--- src/rtl/bmode_pkg.sv ---
package bmode_pkg;
  typedef enum logic [1:0] {BM_RUN, BM_OFF, BM_ON, BM_LAST} bm_state_e;
  typedef enum logic [1:0] {RMP_NONE, RMP_UP, RMP_DOWN} bm_dir_e;

  localparam int unsigned BM_STEPS = 7;
  localparam int unsigned BM_DEN   = 21;

  // numerator over 21 for step k: 7, 9, ..., 19
  function automatic logic [4:0] bm_numer(input logic [2:0] k);
    return 5'(5 + 2 * int'(k));
  endfunction
endpackage

--- src/rtl/bmode_level.sv ---
module bmode_level #(
  parameter int unsigned DW = 10
) (
  input  logic [DW-1:0] fb,
  input  logic [DW-1:0] lo,
  input  logic [DW-1:0] hi,
  output logic          below_lo,
  output logic          above_lo,
  output logic          above_hi,
  output logic [DW-1:0] base
);
  always_comb begin
    below_lo = (fb < lo);
    above_lo = (fb > lo);
    above_hi = (fb > hi);
    base     = above_lo ? fb : lo;
  end
endmodule

--- src/rtl/bmode_scale.sv ---
module bmode_scale
  import bmode_pkg::*;
#(
  parameter int unsigned DW = 10
) (
  input  logic [DW-1:0] base,
  input  logic [2:0]    step,
  output logic [DW-1:0] eff
);
  localparam int unsigned PW = DW + 5;

  logic [PW-1:0] prod;

  always_comb begin
    prod = PW'(base) * PW'(bm_numer(step));
    if (step == 3'd0) eff = base;
    else              eff = DW'(prod / PW'(BM_DEN));
  end
endmodule

--- src/rtl/bmode_fsm.sv ---
module bmode_fsm
  import bmode_pkg::*;
#(
  parameter int unsigned NBURST = 16
) (
  input  logic      clk,
  input  logic      rst_n,
  input  logic      cyc_stb,
  input  logic      mid_stb,
  input  logic      ramp_en,
  input  logic      burst_en,
  input  logic      below_lo,
  input  logic      above_lo,
  input  logic      above_hi,
  output bm_state_e st,
  output logic [2:0] step,
  output logic      sw_en
);
  localparam int unsigned CW = $clog2(NBURST + 2);
  localparam logic [CW-1:0] NB_C    = CW'(NBURST);
  localparam logic [CW-1:0] SOFT_C  = CW'(NBURST - BM_STEPS);
  localparam logic [CW-1:0] HIC_MAX = CW'(NBURST + 1);
  localparam logic [2:0]    TOP_ST  = 3'(BM_STEPS);

  bm_state_e     st_q, st_d;
  bm_dir_e       dir_q, dir_d;
  logic [2:0]    step_q, step_d;
  logic [CW-1:0] cnt_q, cnt_d, cnt_inc;
  logic [CW-1:0] hic_q, hic_d, hic_inc;
  logic          drain_q, drain_d, drain_nx;
  logic          first_q, first_d;

  always_comb begin
    st_d    = st_q;
    dir_d   = dir_q;
    step_d  = step_q;
    cnt_d   = cnt_q;
    hic_d   = hic_q;
    drain_d = drain_q;
    first_d = first_q;

    cnt_inc  = (cnt_q == NB_C) ? cnt_q : cnt_q + 1'b1;
    hic_inc  = !above_hi ? '0 : ((hic_q == HIC_MAX) ? hic_q : hic_q + 1'b1);
    drain_nx = drain_q | below_lo;

    if (!burst_en) begin
      st_d = BM_RUN; dir_d = RMP_NONE; step_d = '0;
      cnt_d = '0; hic_d = '0; drain_d = 1'b0; first_d = 1'b0;
    end else begin
      unique case (st_q)
        BM_RUN: begin
          if (cyc_stb && below_lo) begin
            st_d = BM_OFF; first_d = 1'b1;
            dir_d = RMP_NONE; step_d = '0; cnt_d = '0; hic_d = '0; drain_d = 1'b0;
          end
        end
        BM_OFF: begin
          if (first_q ? above_hi : above_lo) begin
            st_d = BM_ON; first_d = 1'b0;
            cnt_d = '0; hic_d = '0; drain_d = 1'b0;
            if (!first_q && ramp_en) begin
              dir_d = RMP_UP; step_d = 3'd1;
            end
          end
        end
        BM_ON: begin
          if (cyc_stb) begin
            cnt_d = cnt_inc;
            hic_d = hic_inc;
          end
          if (cyc_stb && (hic_inc == HIC_MAX)) begin
            st_d = BM_RUN; dir_d = RMP_NONE; step_d = '0;
            cnt_d = '0; hic_d = '0; drain_d = 1'b0;
          end else if (dir_q == RMP_UP && above_hi) begin
            dir_d = RMP_NONE; step_d = '0;
          end else if (dir_q == RMP_DOWN && above_lo) begin
            dir_d = RMP_UP; drain_d = 1'b0;
          end else if (cyc_stb) begin
            drain_d = drain_nx;
            if (drain_nx && ramp_en && (cnt_inc >= SOFT_C) && (dir_q != RMP_DOWN)) begin
              dir_d  = RMP_DOWN;
              step_d = (step_q == 3'd0) ? TOP_ST : step_q;
            end else if (dir_q == RMP_DOWN) begin
              if (step_q == 3'd1) st_d = BM_LAST;
              else                step_d = step_q - 3'd1;
            end else if (dir_q == RMP_UP) begin
              if (step_q == TOP_ST) begin
                step_d = '0; dir_d = RMP_NONE;
              end else begin
                step_d = step_q + 3'd1;
              end
            end else if (drain_nx && (cnt_inc >= NB_C)) begin
              st_d = BM_LAST;
            end
          end
        end
        BM_LAST: begin
          if (mid_stb) begin
            st_d = BM_OFF; dir_d = RMP_NONE; step_d = '0;
            cnt_d = '0; hic_d = '0; drain_d = 1'b0;
          end
        end
      endcase
    end
  end

  always_ff @(posedge clk or negedge rst_n) begin
    if (!rst_n) begin
      st_q    <= BM_RUN;
      dir_q   <= RMP_NONE;
      step_q  <= '0;
      cnt_q   <= '0;
      hic_q   <= '0;
      drain_q <= 1'b0;
      first_q <= 1'b0;
    end else begin
      st_q    <= st_d;
      dir_q   <= dir_d;
      step_q  <= step_d;
      cnt_q   <= cnt_d;
      hic_q   <= hic_d;
      drain_q <= drain_d;
      first_q <= first_d;
    end
  end

  assign st    = st_q;
  assign step  = step_q;
  assign sw_en = (st_q != BM_OFF);
endmodule

--- src/rtl/bmode_sequencer.sv ---
module bmode_sequencer
  import bmode_pkg::*;
#(
  parameter int unsigned DW     = 10,
  parameter int unsigned NBURST = 16
) (
  input  logic          clk,
  input  logic          rst_n,
  input  logic [DW-1:0] fb_val,
  input  logic [DW-1:0] thr_lo,
  input  logic [DW-1:0] thr_hi,
  input  logic          cyc_stb,
  input  logic          mid_stb,
  input  logic          ramp_en,
  input  logic          burst_en,
  output logic          sw_en,
  output logic [DW-1:0] ctrl_eff,
  output logic          zcd_en
);
  logic          rst_meta_n, rst_sync_n;
  logic          below_lo, above_lo, above_hi;
  logic [DW-1:0] base;
  logic [2:0]    step;
  bm_state_e     cur_st;

  always_ff @(posedge clk or negedge rst_n) begin
    if (!rst_n) begin
      rst_meta_n <= 1'b0;
      rst_sync_n <= 1'b0;
    end else begin
      rst_meta_n <= 1'b1;
      rst_sync_n <= rst_meta_n;
    end
  end

  bmode_level #(.DW(DW)) u_level (
    .fb       (fb_val),
    .lo       (thr_lo),
    .hi       (thr_hi),
    .below_lo (below_lo),
    .above_lo (above_lo),
    .above_hi (above_hi),
    .base     (base)
  );

  bmode_fsm #(.NBURST(NBURST)) u_fsm (
    .clk      (clk),
    .rst_n    (rst_sync_n),
    .cyc_stb  (cyc_stb),
    .mid_stb  (mid_stb),
    .ramp_en  (ramp_en),
    .burst_en (burst_en),
    .below_lo (below_lo),
    .above_lo (above_lo),
    .above_hi (above_hi),
    .st       (cur_st),
    .step     (step),
    .sw_en    (sw_en)
  );

  bmode_scale #(.DW(DW)) u_scale (
    .base (base),
    .step (step),
    .eff  (ctrl_eff)
  );

  assign zcd_en = above_hi;
endmodule

--- config.mk ---
export PLATFORM = sky130hd
export DESIGN_NAME = bmode_sequencer
export DESIGN_NICKNAME = d
export VERILOG_FILES = /design/src/rtl/bmode_pkg.sv /design/src/rtl/bmode_level.sv /design/src/rtl/bmode_scale.sv /design/src/rtl/bmode_fsm.sv /design/src/rtl/bmode_sequencer.sv
export SDC_FILE = /design/constraint.sdc
export NUM_CORES = 1
export LEC_CHECK = 0
export BUFFER_PORTS_ARGS = -buffer_cell sky130_fd_sc_hd__buf_4
export CORE_ASPECT_RATIO = 0.8
export CORE_UTILIZATION = 40
export DETAILED_ROUTE_END_ITERATION = 8
export PLACE_DENSITY_LB_ADDON = 0.05
export SYNTH_ARGS = -nofsm -noshare
export SYNTH_HDL_FRONTEND = slang
export SYNTH_SLANG_ARGS = --single-unit
--- constraint.sdc ---
create_clock -name clk -period 19.5 [get_ports clk]
set_input_delay 2.925 -clock clk [delete_from_list [all_inputs] [get_ports clk]]
set_output_delay 2.925 -clock clk [all_outputs]
set_load 0.03 [all_outputs]
* After elaboration in Yosys (flattened, before gate mapping)
Index checks and enable logic that the tools add are counted.
Operators by class: magnitude comparators 5, equality and inequality tests 34, bitwise logic cells 1, div/mod/pow operators 1, add/sub/neg operators 5, reductions and logical operators 18, multipliers 1, mux-type cells 73
Operators by type and width (number):
- 5-bit two-way mux | 12
- 2-bit two-way mux | 26
- 3-bit two-way mux | 15
- 5-bit case mux with 4 select lines | 2
- 7-bit by 2-bit inequality test with 1-bit output (second input constant) | 3
- 10-bit > comparator | 2
- 10-bit two-way mux | 2
- 4-bit by 3-bit inequality test with 1-bit output (second input constant) | 4
- 2-bit case mux with 4 select lines | 2
- 15-bit by 5-bit divider with 15-bit output (second input constant) | 1
- 5-bit equality test (second input constant) | 3
- 10-bit by 5-bit multiplier with 15-bit output | 1
- 5-bit by 3-bit inequality test with 1-bit output (second input constant) | 3
- 7-bit by 5-bit inequality test with 1-bit output (second input constant) | 2
- 3-bit case mux with 4 select lines | 1
- 1-bit two-way mux | 11
- 5-bit by 1-bit adder with 5-bit output (second input constant) | 2
- 10-bit < comparator | 1
- 5-bit by 4-bit inequality test with 1-bit output (second input constant) | 2
- 10-bit AND reduction | 1
- 1-bit logical AND | 9
- 3-bit by 2-bit inequality test with 1-bit output (second input constant) | 3
- 9-bit AND reduction | 1
- 8-bit AND reduction | 1
- other kinds (25) | 28
Word-level totals: logic and storage cells 147, output and inout bits 12, flip-flop bits (word level) 21, input bits 36

* Longest topological paths before layout
Gate-level depths: netlist of run 1.
depth after elaboration 14, mapped depth 51, depth with buffers taken out 44

* Cells and area by module
A second synthesis of run 1 with hierarchy kept.
Second synthesis, totals: cell total of the unflattened synthesis 973, area, all modules 7267.0 um2
Modules (own cells, without submodules):
- bmode_scale | area an instance 4647.0 um2, seq. area each 0.0 um2, cells each 661, instances 1
- bmode_fsm | area an instance 1677.9 um2, seq. area each 475.5 um2, cells each 190, instances 1
- bmode_level | area an instance 888.4 um2, seq. area each 0.0 um2, cells each 119, instances 1
- bmode_sequencer | area an instance 53.8 um2, seq. area each 50.0 um2, cells each 3, instances 1

* Worst setup path before layout of run 1
OpenSTA, ideal clock, no wires.
path type input-to-output, from input port thr_lo[3], to output port ctrl_eff[0], stages on the path 44, path slack 2.351 ns, required time 16.575 ns, path buffers 3, arrival time 14.224 ns, path through inv_1 -> ha_1 -> a21o_1 -> a21o_1 -> a21oi_1 -> nor2_1 -> a2111oi_0 -> a31oi_1 -> clkbuf_1 -> mux2i_1 -> nor2b_1 -> fa_1 -> fa_1 -> fa_1 -> ha_1 -> buf_4 -> a21o_1 -> a21oi_1 -> [8 not listed] -> o211a_2 -> a211o_1 -> a21oi_2 -> o31a_1 -> o211ai_4 -> a21oi_4 -> mux2i_1 -> o32ai_1 -> a311oi_2 -> a21oi_4 -> o221ai_1 -> nand2_1 -> buf_2 -> o311a_1 -> a31o_1 -> xnor2_1 -> a221o_1 -> a32oi_1
On the way: longest elaborated chain between the ends 5
Ends and longest elaborated chain:
- from (decl) | line bmode_sequencer.sv:10 | input logic [DW-1:0] thr_lo,
- 10-bit > comparator | line bmode_level.sv:14 | above_lo = (fb > lo);
- 10-bit two-way mux * | line bmode_level.sv:16 | base = above_lo ? fb : lo;
- 10-bit by 5-bit multiplier with 15-bit output | line bmode_scale.sv:15 | prod = PW'(base) * PW'(bm_numer(step));
- 15-bit by 5-bit divider with 15-bit output | line bmode_scale.sv:17 | else eff = DW'(prod / PW'(BM_DEN));
- 10-bit two-way mux * | line bmode_scale.sv:16 | if (step == 3'd0) eff = base;
- to (decl) | line bmode_sequencer.sv:17 | output logic [DW-1:0] ctrl_eff,
Every way passes the cells marked *; elsewhere a longest branch is shown, timed or not.

* Worst setup path in the final report of run 1
Same ends and word-level chain as after synthesis.

==> results.md, run 1 <==
* Status: complete, no violations
* Register area share after synthesis at 8.269%
* DR WL met3 at 1.292 mm
* Cells after synthesis at 843
* Vias in the first global route at 6,188
* Final Max Slew Viols at 0
* DR top layer: met4
* DIE AREA at 16,400 um^2
* Core box area at 15,260 um^2
* Vias per cell at 6.055
* Initial core utilization at a little over two fifths
* Critical path required time at 16.57 ns
* DR WL/cell at 16.97 um
* CTS tree: built
* Worst Path Buf+Inv at 5
* #FFs+latches synth at 21
* Worst Tran Pin Value at 1.039 ns
* Worst-case clock buffer depth at 2
* Synthesized net count at 960
* Post-route DRC at 0
* Cell family with most CP delay: compound AO/OA/AOI/OAI gates
* Async set-reset flop share out of synthesis at 100.0%
* Critical path depth at 44
* Crit-path max FO at 16
* Total Routing Usage GR at 22.77%
* Netlist Area Pre-Place at 6355 um^2
* Final critical-path share of the clock period at 95.58%
* Clock skew at 0.002132 ns
* GRT Residual Overflow at 0
* Via count at 6,521
* CP max stage delay at just over 0.6 ns
* EDFF count, synth at 0
* Critical path type: input port to primary output
* Slowest-stage cell, CP: a211oi_1
* FF-to-FF path depth at 8
* Min cycle time layout at 18.64 ns
* Antenna diode count at 0
* RePlAce Congestion at 0.9205
* TritonCTS Buffers at 3
* Synthesized area per cell at 7.538 um^2
* Hold_ws at 0.3478 ns
* Post-CTS Setup Bufs at 0
* Fin Setup TNS at 0 ns
* Drt first pass iters at 6
* # clock sinks at 21
* Yosys warnings at 0
* Max-cap violations at 0
* Critical path arrival at 15.71 ns
* Clock Pin Slew Worst Setup and Hold Paths at around 0.060 ns
* Endpoints failing hold at 0
* Final WS setup at 0.8621 ns
* Dpl hpwl at about 14 mm
* First DRT Iteration DRCs at about 610
* DR WL met2 at 7.391 mm
* CTS H-tree lvls at 1
* Die height at about 110 um
* Min-delay worst type: register to async pin
* Nets at 985
* CP endpoint kind: primary output
* Top FF cell, synth: dfrtp_1
* RSZ-0062 raised after global routing: false
* # setup viols final at 0
* Worst-skew pair later-pin latency at 0.26 ns
* Share of cells above drive strength 1 at 13.84%
* Area Overhead vs Synth at 9.332%
* Largest net degree at the start of global routing at 23
* I/O Pins at 48
* Netlist cell types at 114
* Met1 wire length at 9.418 mm
* Max_slew headroom at 30.24%
* Drt total wl at 18.27 mm
* Cell row count at 40
* Clock root buffer: clkbuf_16
* # port buffers at 47
* Startpoint type of the worst setup path: input port
* First-pass GRT wire length at approximately 31 mm
* Max Fclk at 53.65 MHz
* Setup WS pre-CTS at 0.6657 ns
* Initial antenna violation count at 0
* Die Wd at 142.9 um
* Final ANT Viol Nets at 0
==> per-layer routing <==
metal | vias up | global-route usage [%]
li1 | 3164 | -
met1 | 3087 | 35.29
met2 | 248 | 32.98
met3 | 22 | 4.581
met4 | 0 | 2.222
met5 | - | 0
==> final timing paths <==
path                        startpoint              to  slack [ns]
min                         rst_sync_n  u_fsm.cnt_q[1]        0.35
min reg2reg                 rst_sync_n  u_fsm.cnt_q[1]        0.35
min in group clk            rst_meta_n      rst_sync_n        0.35
max reg2reg                u_fsm.st[1]  u_fsm.hic_q[1]       16.54
max in group asynchronous        rst_n      rst_meta_n       16.98
max                          thr_lo[3]     ctrl_eff[0]        0.86
==> area by class of cell <==
| class | count | area, um^2 |
|---|---|---|
| tap | 210 | 262.8 |
| clock buffer | 3 | 75.07 |
| timing repair buffer | 56 | 420.4 |
| sequential | 21 | 525.5 |
| clock inverter | 1 | 5.005 |
| inverter | 63 | 236.5 |
| fill | 1533 | 8317 |
| multi-input combinational | 723 | 5423 |
==> worst register-to-register path, stage by stage, from the launching register on <==
cell and delay (ns):
dfrtp_1 0.37, inv_1 0.08, ha_1 0.24, inv_1 0.13, o21ai_0 0.14, o21ai_0 0.42
o21ai_1 0.48, or4b_2 0.79, o21ai_0 0.20
==> sequential cells by signal, summed over array words and instances (netlist names) <==
| signal | cells |
|---|---|
| rst_meta_n | 1 |
| rst_sync_n | 1 |
| u_fsm.cnt_q | 5 |
| u_fsm.dir_q | 2 |
| u_fsm.drain_q | 1 |
| u_fsm.first_q | 1 |
| u_fsm.hic_q | 5 |
| u_fsm.st | 2 |
| u_fsm.step | 3 |
==> stage by stage <==
step	cell area [um^2]	cells	util (%)
CTS	6938	1077	45.45
floorplan	6355	843	-
finish	6948	1077	45.52
detailed placement	6858	1073	44.93
global route	6948	1077	45.52
global placement	6858	1073	44.93
==> cells by family after synthesis <==
| group | Yosys count | synth area share (%) |
|---|---|---|
| xor+xnor | 31 | 4.509 |
| simple gates | 314 | 25.22 |
| mux | 27 | 4.646 |
| buf+inv | 99 | 6.655 |
| fa+ha+maj | 83 | 19.10 |
| flops | 21 | 8.269 |
| compound gates | 267 | 31.54 |
| other cells | 1 | 0.05901 |
==> Yosys cell counts (all sizes together), types with 14 or more instances <==
cell type,n,area (um^2)
clkbuf,17,63.81
xnor2,20,182.7
mux2i,20,212.7
nor2,79,311.5
nor2b,20,125.1
o21ai,61,305.3
nand2,73,276.5
a31oi,14,108.9
inv,62,232.7
ha,57,713.2
nand3,30,150.1
a21oi,53,302.8
nor4,16,118.9
dfrtp,21,525.5
fa,24,480.5
nor3,29,155.2
buf,19,122.6
nand2b,14,87.58
==> cells in the final DEF (no fill, tap or decap), drive strengths merged, types with 20 or more instances in the layout <==
cell type	netlist	layout
mux2i	20	20
fa	24	24
dfrtp	21	21
xnor2	20	20
a21oi	53	53
o21ai	61	61
nor3	29	29
nor2b	20	20
nor2	79	79
nand2	73	73
inv	62	62
buf	19	56
ha	57	57
nand3	30	30
==> timing repair <==
item,CTS,global route
resized for setup,0,3
hold buffers,0,0
endpoints found under the setup margin,0,2
Power of run 1 is not shown: default switching activity piles up to over one toggle a cycle in this logic, so the estimate is an artifact.
==> inputs of run 2 (changes only) <==
CORE_UTILIZATION = 39   (was 40)
==> run 2 against run 1 <==
  * Global-route usage is 0.61 points lower
  * Via count stayed put
  * Fmax is 0.54% higher
  * Critical path type unchanged
  * Largest cell class unchanged
  * Count of clock-buffer cells in the layout is 1 higher
  * Critical path depth is 1 lower
  * Non-clock buffer count stayed put
==> results.md, run 2 (synthesized netlist as in run 1, its figures left out) <==
* Share of cells above drive strength 1 at 13.84% (unchanged)
* # setup viols final at 0 (unchanged)
* Post-route DRC at 0 (unchanged)
* Startpoint type of the worst setup path: input port
* Min-delay worst type: register to async pin
* Final Max Slew Viols at 0 (unchanged)
* Post-CTS Setup Bufs at 0 (unchanged)
* Initial core utilization at 40.09% (-1.5 points)
* RSZ-0062 raised after global routing: false
* Cell family with most CP delay: compound AO/OA/AOI/OAI gates
* Fin Setup TNS at 0 ns (unchanged)
* Vias in the first global route at 5,931 (-4.2%)
* TritonCTS Buffers at 3 (unchanged)
* Critical path arrival at 15.61 ns (-0.10 ns)
* # clock sinks at 21 (unchanged)
* Die height at 116.2 um (+1.3%)
* Max_slew headroom at 31.59% (+1.4 points)
* Hold_ws at 0.3357 ns (-0.01210 ns)
* Via count at 6,521 (unchanged)
* Worst-skew pair later-pin latency at 0.25 ns (about the same)
* Antenna diode count at 0 (unchanged)
* Final WS setup at 0.9624 ns (+0.1003 ns)
* Dpl hpwl at 14.75 mm (+1.7%)
* Post-CTS Resized at 0 (unchanged)
* Total Routing Usage GR at 22.17% (-0.61 points)
* CP endpoint kind: primary output
* CTS tree: built
* DIE AREA at 16,810 um^2 (+2.5%)
* Post-CTS Hold Buffers at 0 (unchanged)
* Cell row count at 41 (+2.5%)
* Critical path type: input port to primary output
* Clock skew at 0.006396 ns (+0.004264 ns)
* CP max stage delay at 0.64 ns (+0.02 ns)
* Final ANT Viol Nets at 0 (unchanged)
* Area Overhead vs Synth at 9.569%
* Most frequent cells in the layout: nor2_1 (77), nand2_1 (72), inv_1 (62), ha_1 (57)
* Drt first pass iters at 5 (-1)
* Worst Path Buf+Inv at 3 (-2)
* Largest net degree at the start of global routing at 23 (unchanged)
* Initial antenna violation count at 0 (unchanged)
* Slowest-stage cell, CP: a2111oi_1
* Max-cap violations at 0 (unchanged)
* GRT Residual Overflow at 0 (unchanged)
* Drt total wl at 18.53 mm (+1.4%)
* Worst Tran Pin Value at 1.023 ns (-0.01679 ns)
* I/O Pins at 48 (unchanged)
* Core box area at 15,850 um^2 (+3.8%)
* # port buffers at 47 (unchanged)
* Vias per cell at 6.027 (-0.46%)
* Clock root buffer: clkbuf_16
* Status: complete, no violations
* Clock Pin Slew Worst Setup and Hold Paths at 0.05 ns (about the same)
* Min cycle time layout at 18.54 ns (-0.1003 ns)
* Crit-path max FO at 16 (unchanged)
* RePlAce Congestion at 0.8736 (-5.1%)
* Max Fclk at 53.94 MHz (+0.54%)
* Final critical-path share of the clock period at 95.06% (-0.51 points)
* Most used cell, CP: a21oi_1
* Setup WS pre-CTS at 0.6842 ns (+0.01843 ns)
* Critical path required time at 16.57 ns (about the same)
* Commonest non-fill, non-tap cell in the layout: nor2_1
* Nets at 985 (unchanged)
* First-pass GRT wire length at 30.06 mm (-1.8%)
* Die Wd at 144.7 um (+1.3%)
* CTS H-tree lvls at 1 (unchanged)
* Endpoints failing hold at 0 (unchanged)
* Worst-case clock buffer depth at 2 (unchanged)
* DR WL/cell at 17.13 um (+0.94%)
* First DRT Iteration DRCs at 565 (-8.0%)
## run 2: worst paths after layout
kind	startpoint	end	slack [ns]	cells after the start
max	fb_val[3]	ctrl_eff[0]	0.96	43
min	rst_sync_n	u_fsm.cnt_q[1]	0.34	0
max reg2reg	u_fsm.st[1]	u_fsm.hic_q[2]	16.53	8
min reg2reg	rst_sync_n	u_fsm.cnt_q[1]	0.34	0
max in group asynchronous	rst_n	rst_meta_n	16.97	1
min in group clk	rst_meta_n	rst_sync_n	0.35	0
## run 2: worst register-to-register path, stage by stage (launching register included)
cell and delay, ns:
dfrtp_1 0.37, inv_1 0.08, ha_1 0.25, inv_1 0.14, o21ai_0 0.15, o21ai_0 0.41, o21ai_1 0.47, or4b_2 0.77
o21ai_0 0.22
## run 2: cell type report
class                      instances  area, um^2
tap                              215       269.0
fill                            1638        8889
sequential                        21       525.5
multi-input combinational        723        5433
timing repair buffer              56       420.4
inverter                          63       236.5
clock buffer                       4       78.83
## run 2: per-stage QoR
step / std cells / util [%] / area (um^2)
6_report: 1082 / 43.93 / 6963
3_5_place_dp: 1078 / 43.30 / 6864
2_1_floorplan: 843 / - / 6355
3_3_place_gp: 1078 / 43.30 / 6864
4_1_cts: 1082 / 43.80 / 6943
5_1_grt: 1082 / 43.93 / 6963
## run 2: routing by layer
layer / track usage [%] / vias to the layer above / share of wire [%]
li1: - / 3159 / -
met2: 33.43 / 187 / 42
met3: 2.501 / 4 / 5.0
met1: 34.86 / 3171 / 53
met4: 1.263 / 0 / 0.12
met5: 0 / - / 0
Power of run 2 is left out for the same reason.
==> inputs of run 3 (changes only) <==
CORE_ASPECT_RATIO = 0.75   (was 0.8)
==> run 3 against run 2 <==
  * Utilization is 0.39 points lower
  * Fmax fell by 0.69%
  * Clock skew is 0.0010 ns lower
  * Register-to-register slack hardly changed
  * Count of clock-buffer cells in the layout is the same
  * Worst setup slack worse by 0.13 ns
  * Die area barely moved
  * Largest cell class unchanged
==> results.md, run 3 (synthesized netlist as in run 1, its figures left out) <==
* Total Routing Usage GR at 22.02% (-0.15 points)
* Clock Pin Slew Worst Setup and Hold Paths at 0.06 ns (about the same)
* Cell row count at 40 (-2.4%)
* Critical path required time at 16.57 ns (about the same)
* Slowest-stage cell, CP: o311a_1
* Hold_ws at 0.3560 ns (+0.02026 ns)
* Initial antenna violation count at 0 (unchanged)
* I/O Pins at 48 (unchanged)
* Worst Path Buf+Inv at 4 (+1)
* Setup WS pre-CTS at 0.5882 ns (-0.09592 ns)
* GRT Residual Overflow at 0 (unchanged)
* Min-delay worst type: register to async pin
* Area Overhead vs Synth at 9.372%
* Post-CTS Hold Buffers at 0 (unchanged)
* Worst-skew pair later-pin latency at 0.26 ns (about the same)
* Via count at 6,507 (-0.21%)
* Core box area at 15,970 um^2 (+0.72%)
* Initial core utilization at 39.80% (-0.29 points)
* Clock root buffer: clkbuf_16
* Min cycle time layout at 18.67 ns (+0.1292 ns)
* Commonest non-fill, non-tap cell in the layout: nor2_1
* Placed instance area at 6858 um^2 (about the same)
* Endpoints failing hold at 0 (unchanged)
* Final Max Slew Viols at 0 (unchanged)
* Max-cap violations at 0 (unchanged)
* DIE AREA at 16,810 um^2 (about the same)
* Final critical-path share of the clock period at 95.73% (+0.66 points)
* Die height at 112.6 um (-3.1%)
* Antenna diode count at 0 (unchanged)
* CP max stage delay at 0.62 ns (-0.02 ns)
* Drt total wl at 18.43 mm (-0.56%)
* # port buffers at 47 (unchanged)
* Worst-case clock buffer depth at 2 (unchanged)
* Die Wd at 149.4 um (+3.2%)
* Post-CTS Setup Bufs at 0 (unchanged)
* Met2 usage at 30.12% (-3.3 points)
* DR WL/cell at 17.11 um (about the same)
* Met3 track demand over resource at 3.252% (+0.75 points)
* M1 GR Usage at 36.14% (+1.3 points)
* RePlAce Congestion at 0.8875 (+1.6%)
* Clock skew at 0.005359 ns (-0.001037 ns)
* Max_slew headroom at 32.14% (+0.55 points)
* Post-route DRC at 0 (unchanged)
* Placed cell count at 1,073 (-0.46%)
* Vias in the first global route at 5,966 (+0.59%)
* Post-CTS Resized at 0 (unchanged)
* # setup viols final at 0 (unchanged)
* Post-route cell area at 6950 um^2 (-0.18%)
* Fin cells at 1,077 (-0.46%)
* CTS H-tree lvls at 1 (unchanged)
* CTS tree: built
* Critical path arrival at 15.74 ns (+0.13 ns)
* Crit-path max FO at 20 (+4)
* Drt first pass iters at 5 (unchanged)
* Final ANT Viol Nets at 0 (unchanged)
* TritonCTS Buffers at 3 (unchanged)
* Largest net degree at the start of global routing at 23 (unchanged)
* Nets at 985 (unchanged)
* First DRT Iteration DRCs at 486 (-14%)
* Share of cells above drive strength 1 at 13.61% (-0.23 points)
* Worst Tran Pin Value at 1.011 ns (-0.01153 ns)
* First-pass GRT wire length at 30.42 mm (+1.2%)
* Dpl hpwl at 14.78 mm (+0.22%)
* Vias per cell at 6.042 (+0.25%)
* CP endpoint kind: primary output
* Most frequent cells in the layout: nor2_1 (77), nand2_1 (72), inv_1 (62), o21ai_0 (57), ha_1 (57)
* Final WS setup at 0.8332 ns (-0.1292 ns)
* Max Fclk at 53.57 MHz (-0.69%)
* # clock sinks at 21 (unchanged)
* Grt peak-use layer: met1
* Most used cell, CP: a21oi_1
* Cell family with most CP delay: compound AO/OA/AOI/OAI gates
* Status: complete, no violations
* Startpoint type of the worst setup path: input port
* Critical path type: input port to primary output
## run 3: changes by cell type in the layout (fill, tap and decap cells not counted)
cell,delta
a2111oi_1,-1
o21ai_1,-1
o21ai_0,+1
mux2i_2,-3
a2111oi_2,+1
mux2i_1,+3
## run 3: cell type report
class | instances | area, um^2
clock buffers | 4 | 78.83
repair buffers | 56 | 420.4
flip-flops and latches | 21 | 525.5
fillers | 1670 | 9015
multi-input cells | 723 | 5426
well taps | 210 | 262.8
inverters | 63 | 236.5
## run 3: worst paths after layout
path | depth (start not counted) | slack, ns | to | start
max | 43 | 0.83 | ctrl_eff[0] | fb_val[3]
min reg2reg | 0 | 0.36 | u_fsm.hic_q[3] | rst_sync_n
max reg2reg | 8 | 16.52 | u_fsm.hic_q[1] | u_fsm.st[1]
min | 0 | 0.36 | u_fsm.hic_q[3] | rst_sync_n
max in group asynchronous | 1 | 16.98 | rst_sync_n | rst_n
min in group clk | 0 | 0.36 | rst_sync_n | rst_meta_n
## run 3: per-stage QoR
step / util (%) / setup TNS (ns)
floorplan: - / 0
CTS: 43.45 / 0
finish: 43.53 / 0
detailed placement: 42.95 / 0
global route: 43.53 / -0.004345
global placement: 42.95 / 0
## run 3: layer usage
metal  routed length, um  share of wire (%)
met4                  96               0.52
met2                7289                 40
met3                1042                5.7
met1                9999                 54
met5                   0                  0
Power of run 3 is left out for the same reason.
